File: config.mk
export PLATFORM = sky130hd
export DESIGN_NAME = sarb_top
export DESIGN_NICKNAME = d
export VERILOG_FILES = /design/src/rtl/sarb_pkg.sv /design/src/rtl/sarb_slot_table.sv /design/src/rtl/sarb_pick.sv /design/src/rtl/sarb_top.sv
export SDC_FILE = /design/constraint.sdc
export NUM_CORES = 1
export LEC_CHECK = 0
export BUFFER_PORTS_ARGS = -buffer_cell sky130_fd_sc_hd__buf_4
export CAP_MARGIN = 30
export CORE_ASPECT_RATIO = 1.75
export CORE_UTILIZATION = 40
export DETAILED_ROUTE_END_ITERATION = 6
export PLACE_DENSITY_LB_ADDON = 0.15
export SLEW_MARGIN = 20
export SYNTH_ARGS = -nofsm -noshare
export SYNTH_HDL_FRONTEND = slang
export SYNTH_SLANG_ARGS = --single-unit
File: constraint.sdc
create_clock -name clk_i -period 4.45 [get_ports clk_i]
set_input_delay 0.89 -clock clk_i [delete_from_list [all_inputs] [get_ports clk_i]]
set_output_delay 0.89 -clock clk_i [all_outputs]
set_load 0.01 [all_outputs]
File: src/rtl/sarb_pkg.sv
package sarb_pkg;

    localparam logic [7:0] RDSEL_KEY = 8'hFF;

    typedef enum logic [1:0] {
        CMD_IDLE,
        CMD_SLOT,
        CMD_SELECT,
        CMD_DROP
    } cmd_e;

    function automatic cmd_e decode_cmd(input logic wr, input logic [31:0] word,
                                        input int nslots, input int nports);
        if (!wr) return CMD_IDLE;
        if (word[31:24] == RDSEL_KEY) return CMD_SELECT;
        if ((32'(word[31:24]) < nslots) && (32'(word[7:0]) < nports) && (word[23:8] == 16'h0))
            return CMD_SLOT;
        return CMD_DROP;
    endfunction

endpackage

File: src/rtl/sarb_slot_table.sv
module sarb_slot_table #(
    parameter int NPORTS = 4,
    parameter int NSLOTS = 8,
    parameter int PW     = 2,
    parameter int SW     = 3
) (
    input  logic                         clk_i,
    input  logic                         rst_ni,
    input  logic                         wr_i,
    input  logic [31:0]                  wdata_i,
    output logic [31:0]                  rdata_o,
    output logic [NSLOTS-1:0][PW-1:0]    owners_o
);
    import sarb_pkg::*;

    typedef struct packed {
        logic [NSLOTS-1:0][PW-1:0] owner;
        logic [7:0]                rsel;
    } tbl_t;

    tbl_t tbl_d, tbl_q;
    cmd_e cmd;

    always_comb begin
        tbl_d = tbl_q;
        cmd   = decode_cmd(wr_i, wdata_i, NSLOTS, NPORTS);
        case (cmd)
            CMD_SLOT:   tbl_d.owner[wdata_i[24 +: SW]] = wdata_i[PW-1:0];
            CMD_SELECT: tbl_d.rsel = wdata_i[7:0];
            default: ;
        endcase
    end

    always_ff @(posedge clk_i or negedge rst_ni) begin
        if (!rst_ni) begin
            for (int i = 0; i < NSLOTS; i++) tbl_q.owner[i] <= PW'(i % NPORTS);
            tbl_q.rsel <= 8'h00;
        end else begin
            tbl_q <= tbl_d;
        end
    end

    always_comb begin
        rdata_o = 32'h0;
        if (32'(tbl_q.rsel) < NSLOTS) rdata_o[7:0] = 8'(tbl_q.owner[tbl_q.rsel[SW-1:0]]);
    end

    assign owners_o = tbl_q.owner;

    // rejected writes leave every owner as it was
    a_r9_reject_keeps_table: assert property (@(posedge clk_i) disable iff (!rst_ni)
        (wr_i && wdata_i[31:24] != 8'hFF &&
         (32'(wdata_i[31:24]) >= NSLOTS || 32'(wdata_i[7:0]) >= NPORTS || wdata_i[23:8] != 16'h0))
        |=> $stable(owners_o));

    // an accepted write is visible in the named slot after the edge
    a_r7_slot_written: assert property (@(posedge clk_i) disable iff (!rst_ni)
        (wr_i && 32'(wdata_i[31:24]) < NSLOTS && 32'(wdata_i[7:0]) < NPORTS && wdata_i[23:8] == 16'h0)
        |=> (owners_o[$past(wdata_i[24 +: SW])] == $past(wdata_i[PW-1:0])));

endmodule

File: src/rtl/sarb_pick.sv
module sarb_pick #(
    parameter int NPORTS = 4,
    parameter int NSLOTS = 8,
    parameter int PW     = 2,
    parameter int SW     = 3
) (
    input  logic [NSLOTS-1:0][PW-1:0] owners_i,
    input  logic [SW-1:0]             head_i,
    input  logic [NPORTS-1:0]         cand_i,
    output logic                      hit_o,
    output logic [SW-1:0]             slot_o,
    output logic [PW-1:0]             port_o
);
    always_comb begin
        hit_o  = 1'b0;
        slot_o = '0;
        port_o = '0;
        for (int p = NSLOTS - 1; p >= 0; p--) begin
            logic [SW:0] pos;
            pos = {1'b0, head_i} + (SW+1)'(p);
            if (32'(pos) >= NSLOTS) pos = pos - (SW+1)'(NSLOTS);
            if (cand_i[owners_i[pos[SW-1:0]]]) begin
                hit_o  = 1'b1;
                slot_o = pos[SW-1:0];
                port_o = owners_i[pos[SW-1:0]];
            end
        end
    end
endmodule

File: src/rtl/sarb_top.sv
module sarb_top #(
    parameter int NPORTS   = 4,
    parameter int NSLOTS   = 8,
    parameter int DEF_PORT = 0
) (
    input  logic              clk_i,
    input  logic              rst_ni,
    input  logic [NPORTS-1:0] req_i,
    input  logic              qos_on_i,
    input  logic [NPORTS-1:0] elig_i,
    input  logic              psel_i,
    input  logic              penable_i,
    input  logic              pwrite_i,
    input  logic [31:0]       pwdata_i,
    output logic [31:0]       prdata_o,
    output logic [NPORTS-1:0] grant_o
);
    localparam int PW = (NPORTS > 1) ? $clog2(NPORTS) : 1;
    localparam int SW = $clog2(NSLOTS);
    localparam logic [NPORTS-1:0] DEF_GRANT = NPORTS'(1) << DEF_PORT;

    typedef struct packed {
        logic [NPORTS-1:0] grant;
        logic [SW-1:0]     head;
    } arb_t;

    arb_t arb_d, arb_q;

    logic [NSLOTS-1:0][PW-1:0] owners;
    logic [NPORTS-1:0]         cand;
    logic                      hit;
    logic [SW-1:0]             win_slot;
    logic [PW-1:0]             win_port;
    logic                      wr;

    assign wr = psel_i & penable_i & pwrite_i;

    sarb_slot_table #(.NPORTS(NPORTS), .NSLOTS(NSLOTS), .PW(PW), .SW(SW)) u_table (
        .clk_i    (clk_i),
        .rst_ni   (rst_ni),
        .wr_i     (wr),
        .wdata_i  (pwdata_i),
        .rdata_o  (prdata_o),
        .owners_o (owners)
    );

    assign cand = qos_on_i ? (req_i & elig_i) : req_i;

    sarb_pick #(.NPORTS(NPORTS), .NSLOTS(NSLOTS), .PW(PW), .SW(SW)) u_pick (
        .owners_i (owners),
        .head_i   (arb_q.head),
        .cand_i   (cand),
        .hit_o    (hit),
        .slot_o   (win_slot),
        .port_o   (win_port)
    );

    always_comb begin
        arb_d = arb_q;
        if (hit) begin
            arb_d.grant = NPORTS'(1) << win_port;
            arb_d.head  = (32'(win_slot) == NSLOTS - 1) ? '0 : win_slot + SW'(1);
        end else if (!qos_on_i) begin
            arb_d.grant = DEF_GRANT;
        end else begin
            arb_d.grant = '0;
        end
    end

    always_ff @(posedge clk_i or negedge rst_ni) begin
        if (!rst_ni) arb_q <= '0;
        else         arb_q <= arb_d;
    end

    assign grant_o = arb_q.grant;

    // never more than one port granted
    a_r2_onehot: assert property (@(posedge clk_i) disable iff (!rst_ni) $onehot0(grant_o));

    // any candidate present means a candidate is granted next cycle
    a_r3_grant_is_candidate: assert property (@(posedge clk_i) disable iff (!rst_ni)
        (cand != '0) |=> ((grant_o & $past(cand)) != '0));

    // idle without restriction gives the default port and keeps the head
    a_r5_default_idle: assert property (@(posedge clk_i) disable iff (!rst_ni)
        (!qos_on_i && req_i == '0) |=> (grant_o == DEF_GRANT) && $stable(arb_q.head));

    // restriction with no eligible requester grants nobody
    a_r6_qos_blocks: assert property (@(posedge clk_i) disable iff (!rst_ni)
        (qos_on_i && (req_i & elig_i) == '0) |=> (grant_o == '0) && $stable(arb_q.head));

    // restricted grants go only to eligible ports
    a_r6_only_eligible: assert property (@(posedge clk_i) disable iff (!rst_ni)
        (qos_on_i) |=> ((grant_o & ~$past(elig_i)) == '0));

endmodule

==> results.md, run 1 <==
- Post-CTS setup buffers: 0
- Starting density of the core: 0.413
- Layout fillers: just under 900
- Placed Cells: 525
- Final cell utilization of the core: 0.478
- Die footprint: 9790 sq um
- Vias/cell: roughly 5.8
- Synth Area in Simple Gates: 0.124
- Top routing layer in use: met4
- Share of synthesized registers carrying an async set or reset: 1.00
- Worst EP required: between 4 and 5 ns
- # DRC: 0
- Met1 WL: roughly 3600 um
- Synthesized area: between 3000 and 4000 sq um
- Finished Layout Cells: 533
- Critical Path AT: 4.42 ns
- Clk pin slew, worst setup/hold paths: 0.06 ns
- Leakage: 0.00192 uW
- WL final: 10500 um
- Total gr overflow: 0
- Clock Tree Root: clkbuf_16
- DIE WIDTH: 75.2 um
- Ys flop type: dfrtp_1
- First-pass GRT wire length: 16400 um
- Synth-to-Final Area Change: 15.8%
- Router iterations before antenna repair: 4
- WL met3: 366 um
- Adder-cell share of the synthesized area: 0.0133
- Setup Skew: 0.00720 ns
- Peak VDD IR: 0.000249 V
- Status: completed
- Compound-gate portion of the synthesized area: 0.131
- Row Count: 46
- Syn_area_per_cell: 10.5 sq um
- Reg2Reg Setup Slack: 0.25 ns
- Post-Synth XOR/XNOR Area: 0.0140
- Count leader, synth: mux2i_1
- Worst Hold Class: flip-flop to flip-flop
- # setup viols final: 0
- EDFF count, synth: 0
- Worst Setup Path Type: flip-flop to flip-flop
- Final Hold Vio Count: 0
- Leading area contributor after synthesis: dfrtp_1
- Largest family of logic cells by synthesized area: multiplexers
- Distinct cell type count after synthesis: 71
- RSZ-0062 raised after global routing: no
- Area contributors post-synth: dfrtp_1 15%, mux2i_1 14%, mux2_2 12%
- WL/cell: 19.6 um
- Final Hold Slack: 0.506 ns
- Post-route ant nets: 0
- Die height: 130 um
- H-tree Lvls: 2
- Top-Level Pins: 82
- Max Fclk: 238 MHz
- Buffers on Ports: 51
- Max Cap Violations: 0
- Startpoint types: flip-flop
- Share of layout cells above drive strength 1: 0.397
- Commonest cells post-synth: 51 x mux2i_1, 41 x mux2_2, 38 x buf_4
- Seq/Total Area, Yosys: 0.209
- Crit Path Max Fanout: 12
- Pin count of the biggest net entering global routing: 32
- Vias in the first global route: 3239
- Final min period: 4.20 ns
- Pwr per Cell Area: 444 nW/um^2
- Slew margin rel.: 0.533
- Met2 WL: 5870 um
- CTS tree: built
- Yosys reg bits: 31
- Mux cell area share after synthesis: 0.402
- Synth top area share: 0.153
- Worst-skew pair later-pin latency: 0.28 ns
- Detailed placer's ending HPWL: 8380 um
- GRT Total Usage: 0.229
- Post-route clock period utilization: 0.943
- Measured slew at the worst slew-check pin: between 0.6 and 0.7 ns
- NumNets Final: 462
- Setup TNS: 0 ns
- Clock tree sinks: 31
- Clock buffer depth: 2
- Mapped Cells: approximately 360
- Final Slew Violations: 0
- Initial antenna violation count: 0
- DRT iter0 DRCs: 103
- Cts bufs inserted: 5
- Ant. Diodes: 0
- Crit. End Element: flip-flop
- Routability Congestion: between 0.8 and 0.9
- Ys Warns: 0
- Core area: 9090 sq um
- Via Count: 3114
==> sequential cells by signal, summed over array words and instances (netlist names) <==
name and flops:
u_table.owners_o 16, grant_o 4, arb_q 3, u_table.tbl_q 8
==> worst max-delay path: stages, from the launching register on <==
cell and delay [ns]:
dfrtp_1 0.34, inv_1 0.07, ha_2 0.51, buf_4 0.25
buf_4 0.14, mux4_2 0.50, mux2i_2 0.26, mux2i_1 0.48
nor3_2 0.13, o21a_1 0.13, a221o_1 0.32, ha_1 0.21
ha_1 0.19, or2_2 0.28, nor3b_1 0.21, a21o_1 0.10
==> logic make-up after synthesis <==
logic type	after synthesis
buffers and inverters	55
DFF	31
xor gates and xnor gates	3
adders and majority gates	4
other	1
muxes	116
AOI/OAI and AO/OA	66
and+or+nand+nor	80
==> repair_timing <==
action                     in CTS  in global routing
resized for setup               0                  4
hold buffers                    0                  0
setup endpoints to repair       0                  1
==> power breakdown <==
| group | switching [uW] | internal (uW) | total (uW) |
|---|---|---|---|
| clock network | 129 | 278 | 407 |
| logic | 638 | 550 | 1190 |
| registers | 33.2 | 303 | 336 |
==> per-layer routing <==
| metal | vias to the layer above | global-route usage |
|---|---|---|
| met5 | - | 0 |
| met4 | 0 | 0.145 |
| met3 | 40 | 0.0309 |
| met2 | 127 | 0.439 |
| met1 | 1501 | 0.218 |
| li1 | 1446 | - |
==> worst paths after layout <==
check / endpoint / depth (start not counted) / startpoint
setup / recovery: arb_q[0]$_DFFE_PN0P_ / 15 / arb_q[1]$_DFFE_PN0P_
hold / removal: u_table.tbl_q[3]$_DFFE_PN0N_ / 1 / u_table.tbl_q[3]$_DFFE_PN0N_
setup reg to reg: arb_q[0]$_DFFE_PN0P_ / 15 / arb_q[1]$_DFFE_PN0P_
hold reg to reg: u_table.tbl_q[3]$_DFFE_PN0N_ / 1 / u_table.tbl_q[3]$_DFFE_PN0N_
max in group asynchronous: u_table.owners_o[5]$_DFFE_PN1P_ / 1 / rst_ni
min in group asynchronous: u_table.owners_o[0]$_DFFE_PN0P_ / 1 / rst_ni
==> placed cells by master, fill, tap and decap left out, drive strengths merged, types with 3 or more instances in the layout <==
cell type and instances:
o21ai 11, clkbuf 6, nand4 3, nor4 9
a21oi 8, dfrtp 23, nand2 13, xnor2 3
nor3b 10, o21a 5, o31ai 3, o22ai 3
buf 69, conb 30, nor2 11, ha 4
nor3 7, a22oi 3, nand3 4, inv 6
nand3b 6, mux2i 54, or2 3, a211oi 4
mux2 41, mux4 21, dfstp 8
==> final cells by class <==
cell class	instances	area, sq um	share of cell area
sequential	31	786	0.181
timing repair buffer	69	518	0.119
multi-input combinational	299	2700	0.620
clock inverter	2	35.0	0.00806
tap	120	150	0.0346
clock buffer	6	139	0.0320
inverter	6	22.5	0.00518
==> through the flow <==
| stage | worst slack, ns | cell area, sq um | total power (uW) |
|---|---|---|---|
| after floorplan | 0.327 | 3860 | 1280 |
| after global placement | 0.186 | 4160 | 1490 |
| after detailed placement | 0.122 | 4160 | 1500 |
| after CTS | 0.119 | 4330 | 1910 |
| after global routing | 0.00705 | 4350 | 2030 |
| final | 0.255 | 4350 | 1930 |
Note: power is estimated with default switching activity, not from simulation.
==> run 2, diff against run 1 <==
--- a/config.mk
+++ b/config.mk
@@ -5,6 +5,7 @@
 export SDC_FILE = /design/constraint.sdc
 export NUM_CORES = 1
 export LEC_CHECK = 0
+export ABC_AREA = 1
 export BUFFER_PORTS_ARGS = -buffer_cell sky130_fd_sc_hd__buf_4
 export CAP_MARGIN = 30
 export CORE_ASPECT_RATIO = 1.75
==> results.md, run 2 <==
- Crit Path Max Fanout: 18 (+6)
- DIE WIDTH: 69.1 um (-8.2%)
- WL/cell: 15.7 um (-20%)
- Synth top area share: 0.183 (+0.0294)
- Critical register-to-register path endpoint: arb_q[0]$_DFFE_PN0P_
- Synth-to-Final Area Change: 14.6%
- Placed Cells: 592 (+13%)
- DRT iter0 DRCs: 218 (+110%)
- Router iterations before antenna repair: 5 (+1)
- # setup viols final: 0 (unchanged)
- Reg-to-reg critical path startpoint: arb_q[0]$_DFFE_PN0P_
- CP Cell Sequence: inv_2 > ha_1 > clkinv_1 > nand3_1 > nand3_1 > nand2_1 > nand2_1 > nand2_1 > nand2_1 > nand2_1 > inv_2 > nand2_1 > o22ai_1 > o21ai_0 > a21oi_1 > o21ai_0 > o21ai_0 > ha_1 > or2_1 > o22ai_1
- Top-Level Pins: 82 (unchanged)
- Synthesized area: 3150 sq um (-16%)
- Measured slew at the worst slew-check pin: 0.805 ns (+0.109 ns)
- EDFF count, synth: 0 (unchanged)
- Critical Path AT: 3.87 ns (-0.55 ns)
- Peak VDD IR: 0.000319 V (+28%)
- Finished Layout Cells: 600 (+13%)
- Ys flop type: dfrtp_1
- Max reg flops: 16 (unchanged)
- Commonest cells post-synth: 118 x nand2_1, 55 x nand3_1, 38 x o21ai_0
- Worst EP required: 4.65 ns (-0.03 ns)
- Commonest non-fill, non-tap cells in the layout: 118 x nand2_1, 56 x buf_4, 55 x nand3_1, 38 x o21ai_0, 30 x conb_1
- Vias/cell: 5.45 (-6.7%)
- Hold EP: u_table.tbl_q[4]$_DFFE_PN0N_
- Routability Congestion: 0.972 (+11%)
- Worst Setup Path Type: flip-flop to flip-flop
- Reg2Reg Setup Slack: 0.78 ns (+0.53 ns)
- Final min period: 3.67 ns (-0.527 ns)
- Post-cts resize count: 0 (unchanged)
- Crit. End Element: flip-flop
- Hold wc startpoint: u_table.tbl_q[4]$_DFFE_PN0N_
- Pwr per Cell Area: 938 nW/um^2 (+110%)
- Area contributors post-synth: dfrtp_1 18%, nand2_1 14%, nand3_1 8.7%
- Share of layout cells above drive strength 1: 0.256 (-0.141)
- Final Slew Violations: 0 (unchanged)
- Post-route clock period utilization: 0.824 (-0.119)
- Final Hold Slack: 0.505 ns (-0.000225 ns)
- Initial antenna violation count: 0 (unchanged)
- Leakage: 0.00176 uW (-8.3%)
- Mapped Cells: 462 (+30%)
- CTS tree: built
- RSZ-0062 raised after global routing: no
- Slew margin rel.: 0.460 (-0.0731)
- Final Hold Vio Count: 0 (unchanged)
- Leading cell type in the layout, fill and taps excluded: nand2_1
- Seq/Total Area, Yosys: 0.250 (+0.0402)
- Pin count of the biggest net entering global routing: 32 (unchanged)
- Max Fclk: 273 MHz (+14%)
- Post-route ant nets: 0 (unchanged)
- First-pass GRT wire length: 15300 um (-6.9%)
- CP peak stage delay: 0.53 ns (+0.02 ns)
- Row Count: 42 (-8.7%)
- Core area: 7570 sq um (-17%)
- Clock tree sinks: 31 (unchanged)
- Detailed placer's ending HPWL: 7660 um (-8.6%)
- Worst Hold Class: flip-flop to flip-flop
- Post-CTS setup buffers: 0 (unchanged)
- Ys Warns: 0 (unchanged)
- Startpoint types: flip-flop
- Die footprint: 8250 sq um (-16%)
- Cts bufs inserted: 5 (unchanged)
- Worst-skew pair later-pin latency: 0.28 ns (about the same)
- H-tree Lvls: 2 (unchanged)
- Share of synthesized registers carrying an async set or reset: 1.00 (unchanged)
- Ant. Diodes: 0 (unchanged)
- Layout fillers: 830 (-6.5%)
- WL final: 9400 um (-10%)
- Leading area contributor after synthesis: dfrtp_1
- Crit path max-delay cell type: ha_1
- Starting density of the core: 0.416 (+0.00340)
- Status: completed
- Setup TNS: 0 ns (unchanged)
- Clock Tree Root: clkbuf_16
- Vias in the first global route: 3103 (-4.2%)
- Setup Skew: 0.00994 ns (+0.00274 ns)
- Count leader, synth: nand2_1
- Worst path bufs/invs: 3 (unchanged)
- Most used cell along the critical path: nand2_1
- Yosys reg bits: 31 (unchanged)
- Final cell utilization of the core: 0.477 (-0.000996)
- Max Cap Violations: 0 (unchanged)
- Buffers on Ports: 51 (unchanged)
- Top Family by Delay on Critical Path: simple AND/OR/NAND/NOR gates
- Die height: 119 um (-8.3%)
- Via Count: 3271 (+5.0%)
- Worst Hold Path Cells: 1 (unchanged)
- Total gr overflow: 0 (unchanged)
- Hold Buf Count CTS: 0 (unchanged)
- NumNets Final: 561 (+21%)
- GRT Total Usage: 0.238 (+0.00884)
- Syn_area_per_cell: 6.82 sq um (-35%)
- Clk pin slew, worst setup/hold paths: 0.05 ns (about the same)
- Reg2reg path depth: 20 (+5)
- # DRC: 0 (unchanged)
- Clock buffer depth: 2 (unchanged)
- Distinct cell type count after synthesis: 48 (-32%)
run 2: cell types whose count changed in the layout (fill, tap and decap cells not counted), sizes merged, moves of 11 or more:
cell	change
mux4	-21
inv	+29
nor2	+15
nand2	+123
buf	-13
mux2i	-54
a21oi	+11
nand3	+60
o21ai	+39
mux2	-36
run 2: worst max-delay path by stage:
stage	from	end	slack, ns	cells past startpoint
after floorplan	arb_q[1]$_DFFE_PN0P_	arb_q[0]$_DFFE_PN0P_	1.46	22
after global placement	arb_q[0]$_DFFE_PN0P_	arb_q[0]$_DFFE_PN0P_	0.87	20
after detailed placement	arb_q[0]$_DFFE_PN0P_	arb_q[0]$_DFFE_PN0P_	0.87	20
after CTS	arb_q[0]$_DFFE_PN0P_	arb_q[0]$_DFFE_PN0P_	0.85	20
after global routing	arb_q[0]$_DFFE_PN0P_	arb_q[0]$_DFFE_PN0P_	0.47	20
final	arb_q[0]$_DFFE_PN0P_	arb_q[0]$_DFFE_PN0P_	0.78	20
run 2: per-stage QoR:
step | cell area, sq um | power (uW) | worst slack, ns
2_1_floorplan | 3260 | 2480 | 1.46
3_3_place_gp | 3460 | 3010 | 0.870
3_5_place_dp | 3460 | 3020 | 0.873
4_1_cts | 3610 | 3370 | 0.855
5_1_grt | 3610 | 3730 | 0.471
6_report | 3610 | 3380 | 0.782
run 2: cells by family (layout without fill, tap and decap cells):
group	after synthesis	count (layout)	share of synthesized area
and+or+nand+nor	251	251	0.387
adders and majority gates	4	4	0.0159
DFF	31	31	0.250
buffers and inverters	79	100	0.149
muxes	5	5	0.0179
other	1	30	0.00119
xor gates and xnor gates	4	4	0.0219
AOI/OAI and AO/OA	87	87	0.159
run 2: per-layer routing:
layer | track usage | vias to the layer above | share of wire
met3 | 0.0237 | 38 | 0.039
met1 | 0.237 | 1501 | 0.34
li1 | - | 1605 | -
met4 | 0.173 | 0 | 0.073
met2 | 0.444 | 127 | 0.55
met5 | 0 | - | 0
run 2: layout make-up:
class	count	area [sq um]	area share
Clock buffer	7	143	0.0395
Sequential cell	31	786	0.218
Inverter	36	140	0.0388
Tap cell	88	110	0.0305
Timing Repair Buffer	56	420	0.117
Clock inverter	1	5.00	0.00139
Multi-Input combinational cell	381	2000	0.555
run 2: power breakdown:
group / internal [uW] / switching [uW] / total, uW
registers: 329 / 12.3 / 341
logic: 903 / 1800 / 2700
clock network: 221 / 118 / 339
total: 1450 / 1930 / 3380
==> run 3, diff against run 2 <==
==> constraint.sdc (replaced) <==
create_clock -name clk_i -period 3.4 [get_ports clk_i]
set_input_delay 0.68 -clock clk_i [delete_from_list [all_inputs] [get_ports clk_i]]
set_output_delay 0.68 -clock clk_i [all_outputs]
set_load 0.01 [all_outputs]
==> results.md, run 3 (synthesis results as in run 2) <==
- Pin count of the biggest net entering global routing: 32 (unchanged)
- Top-Level Pins: 82 (unchanged)
- RSZ-0062 raised after global routing: no
- Post-route clock period utilization: 0.938
- H-tree Lvls: 2 (unchanged)
- Final Hold Slack: 0.320 ns (-0.186 ns)
- GRT Total Usage: 0.246 (+0.00793)
- # setup viols final: 0 (unchanged)
- Setup Skew: 0.00340 ns (-0.00653 ns)
- Final min period: approximately 3.2 ns
- Worst Setup Path Type: input port to flip-flop
- DIE WIDTH: 69.1 um (unchanged)
- Commonest non-fill, non-tap cells in the layout: 117 x nand2_1, 63 x buf_4, 55 x nand3_1, 37 x o21ai_0, 30 x conb_1
- Leading cell type in the layout, fill and taps excluded: nand2_1
- Vias/cell: 5.39 (-1.2%)
- DRT iter0 DRCs: 172 (-21%)
- Max Cap Violations: 0 (unchanged)
- # DRC: 0 (unchanged)
- Clock buffer depth: 2 (unchanged)
- Post-CTS setup buffers: 0 (unchanged)
- Clk pin slew, worst setup/hold paths: 0.05 ns (about the same)
- CTS tree: built
- Clock Tree Root: clkbuf_16
- Post-cts resize count: 0 (unchanged)
- WL/cell: 15.7 um (+0.20%)
- Ant. Diodes: 0 (unchanged)
- Layout fillers: 826 (-0.48%)
- Max reg flops: 16 (unchanged)
- Final Slew Violations: 0 (unchanged)
- Leakage: 0.00180 uW (+2.0%)
- First-pass GRT wire length: 15600 um (+2.2%)
- Multi-input logic area: 2010 sq um (+0.12%)
- Status: completed
- PnR Total Power: 4510 uW (+33%)
- Share of layout cells above drive strength 1: 0.270 (+0.0139)
- Reg2Reg Setup Slack: 0.34 ns (-0.44 ns)
- Startpoint types: input port
- Crit. End Element: flip-flop
- Routability Congestion: 0.887 (-8.7%)
- Post-route ant nets: 0 (unchanged)
- Pwr per Cell Area: 1230 nW/um^2 (+31%)
- Critical Path AT: 3.39 ns (-0.48 ns)
- Max Fclk: 313 MHz
- Placed Cells: 599 (+1.2%)
- Final Hold Vio Count: 0 (unchanged)
- Hold Buf Count CTS: 0 (unchanged)
- Worst-skew pair later-pin latency: 0.28 ns (about the same)
- Initial antenna violation count: 0 (unchanged)
- WL final: 9530 um (+1.4%)
- Finished Layout Cells: 607 (+1.2%)
- Worst EP required: 3.60 ns (-1.05 ns)
- Synth-to-Final Area Change: 16.7%
- Die height: 119 um (unchanged)
- Router iterations before antenna repair: 4 (-1)
- Crit Path Max Fanout: 8 (-10)
- Peak VDD IR: 0.000589 V (+85%)
- Detailed placer's ending HPWL: 7880 um (+2.9%)
- Seq. cell area: 786 sq um (unchanged)
- Measured slew at the worst slew-check pin: 0.679 ns (-0.126 ns)
- Die footprint: 8250 sq um (unchanged)
- Total gr overflow: 0 (unchanged)
- Starting density of the core: 0.416 (unchanged)
- Clock tree sinks: 31 (unchanged)
- Row Count: 42 (unchanged)
- Worst Hold Class: input port to async pin
- Vias in the first global route: 3241 (+4.4%)
- Core area: 7570 sq um (unchanged)
- Buffers on Ports: 51 (unchanged)
- NumNets Final: 568 (+1.2%)
- Setup TNS: 0 ns (unchanged)
- Via Count: 3271 (unchanged)
- Cts bufs inserted: 5 (unchanged)
- Slew margin rel.: 0.542 (+0.0828)
-- run 3: cell types whose count changed in the layout (fill, tap and decap cells not counted), sizes merged --
cell / previous run / this run
buf: 56 / 63
clkinv: 2 / 0
clkbuf: 7 / 8
clkinvlp: 0 / 1
-- run 3: final timing paths --
check	startpoint	to	depth (start not counted)
worst min-delay path	rst_ni	grant_o[0]$_DFF_PN0_	1
min in group clk_i	u_table.tbl_q[5]$_DFFE_PN0N_	u_table.tbl_q[5]$_DFFE_PN0N_	1
worst max register to register	arb_q[0]$_DFFE_PN0P_	arb_q[0]$_DFFE_PN0P_	18
worst min register to register	u_table.tbl_q[5]$_DFFE_PN0N_	u_table.tbl_q[5]$_DFFE_PN0N_	1
worst max-delay path	qos_on_i	arb_q[0]$_DFFE_PN0P_	16
max in group asynchronous	rst_ni	u_table.owners_o[13]$_DFFE_PN1P_	1
-- run 3: critical path, cell delays in order --
cell and delay [ns]:
buf_4 0.07, inv_1 0.06, o21ai_0 0.55, inv_1 0.34, o211ai_2 0.27, nand2_2 0.17
inv_2 0.12, o211ai_1 0.09, o21ai_0 0.15, nand2_1 0.07, nand2_1 0.06, a22oi_1 0.06
ha_1 0.21, ha_1 0.17, or2_1 0.22, o22ai_1 0.10
-- run 3: final cells by class --
| class | count | share of cell area |
|---|---|---|
| Timing Repair Buffer | 63 | 0.129 |
| Inverter | 36 | 0.0391 |
| Multi-Input combinational cell | 381 | 0.546 |
| Sequential cell | 31 | 0.214 |
| Tap cell | 88 | 0.0300 |
| Clock buffer | 8 | 0.0425 |
-- run 3: through the flow --
step	instance area (sq um)	setup slack, ns	utilization
2_1_floorplan	3260	0.407	-
3_3_place_gp	3510	-0.283	0.464
3_5_place_dp	3510	-0.139	0.464
4_1_cts	3670	0.146	0.485
5_1_grt	3680	0.0261	0.486
6_report	3680	0.209	0.486
-- run 3: per-layer routing --
layer	wire length, um	GRT usage	share of wire
met5	0	0	0
met4	790	0.219	0.083
met3	298	0.0195	0.031
met1	3280	0.239	0.34
met2	5160	0.451	0.54
-- run 3: power by group --
part           switching, uW  total, uW  internal, uW
clock network            156        467           311
logic                   2320       3570          1250
registers               47.6        478           430
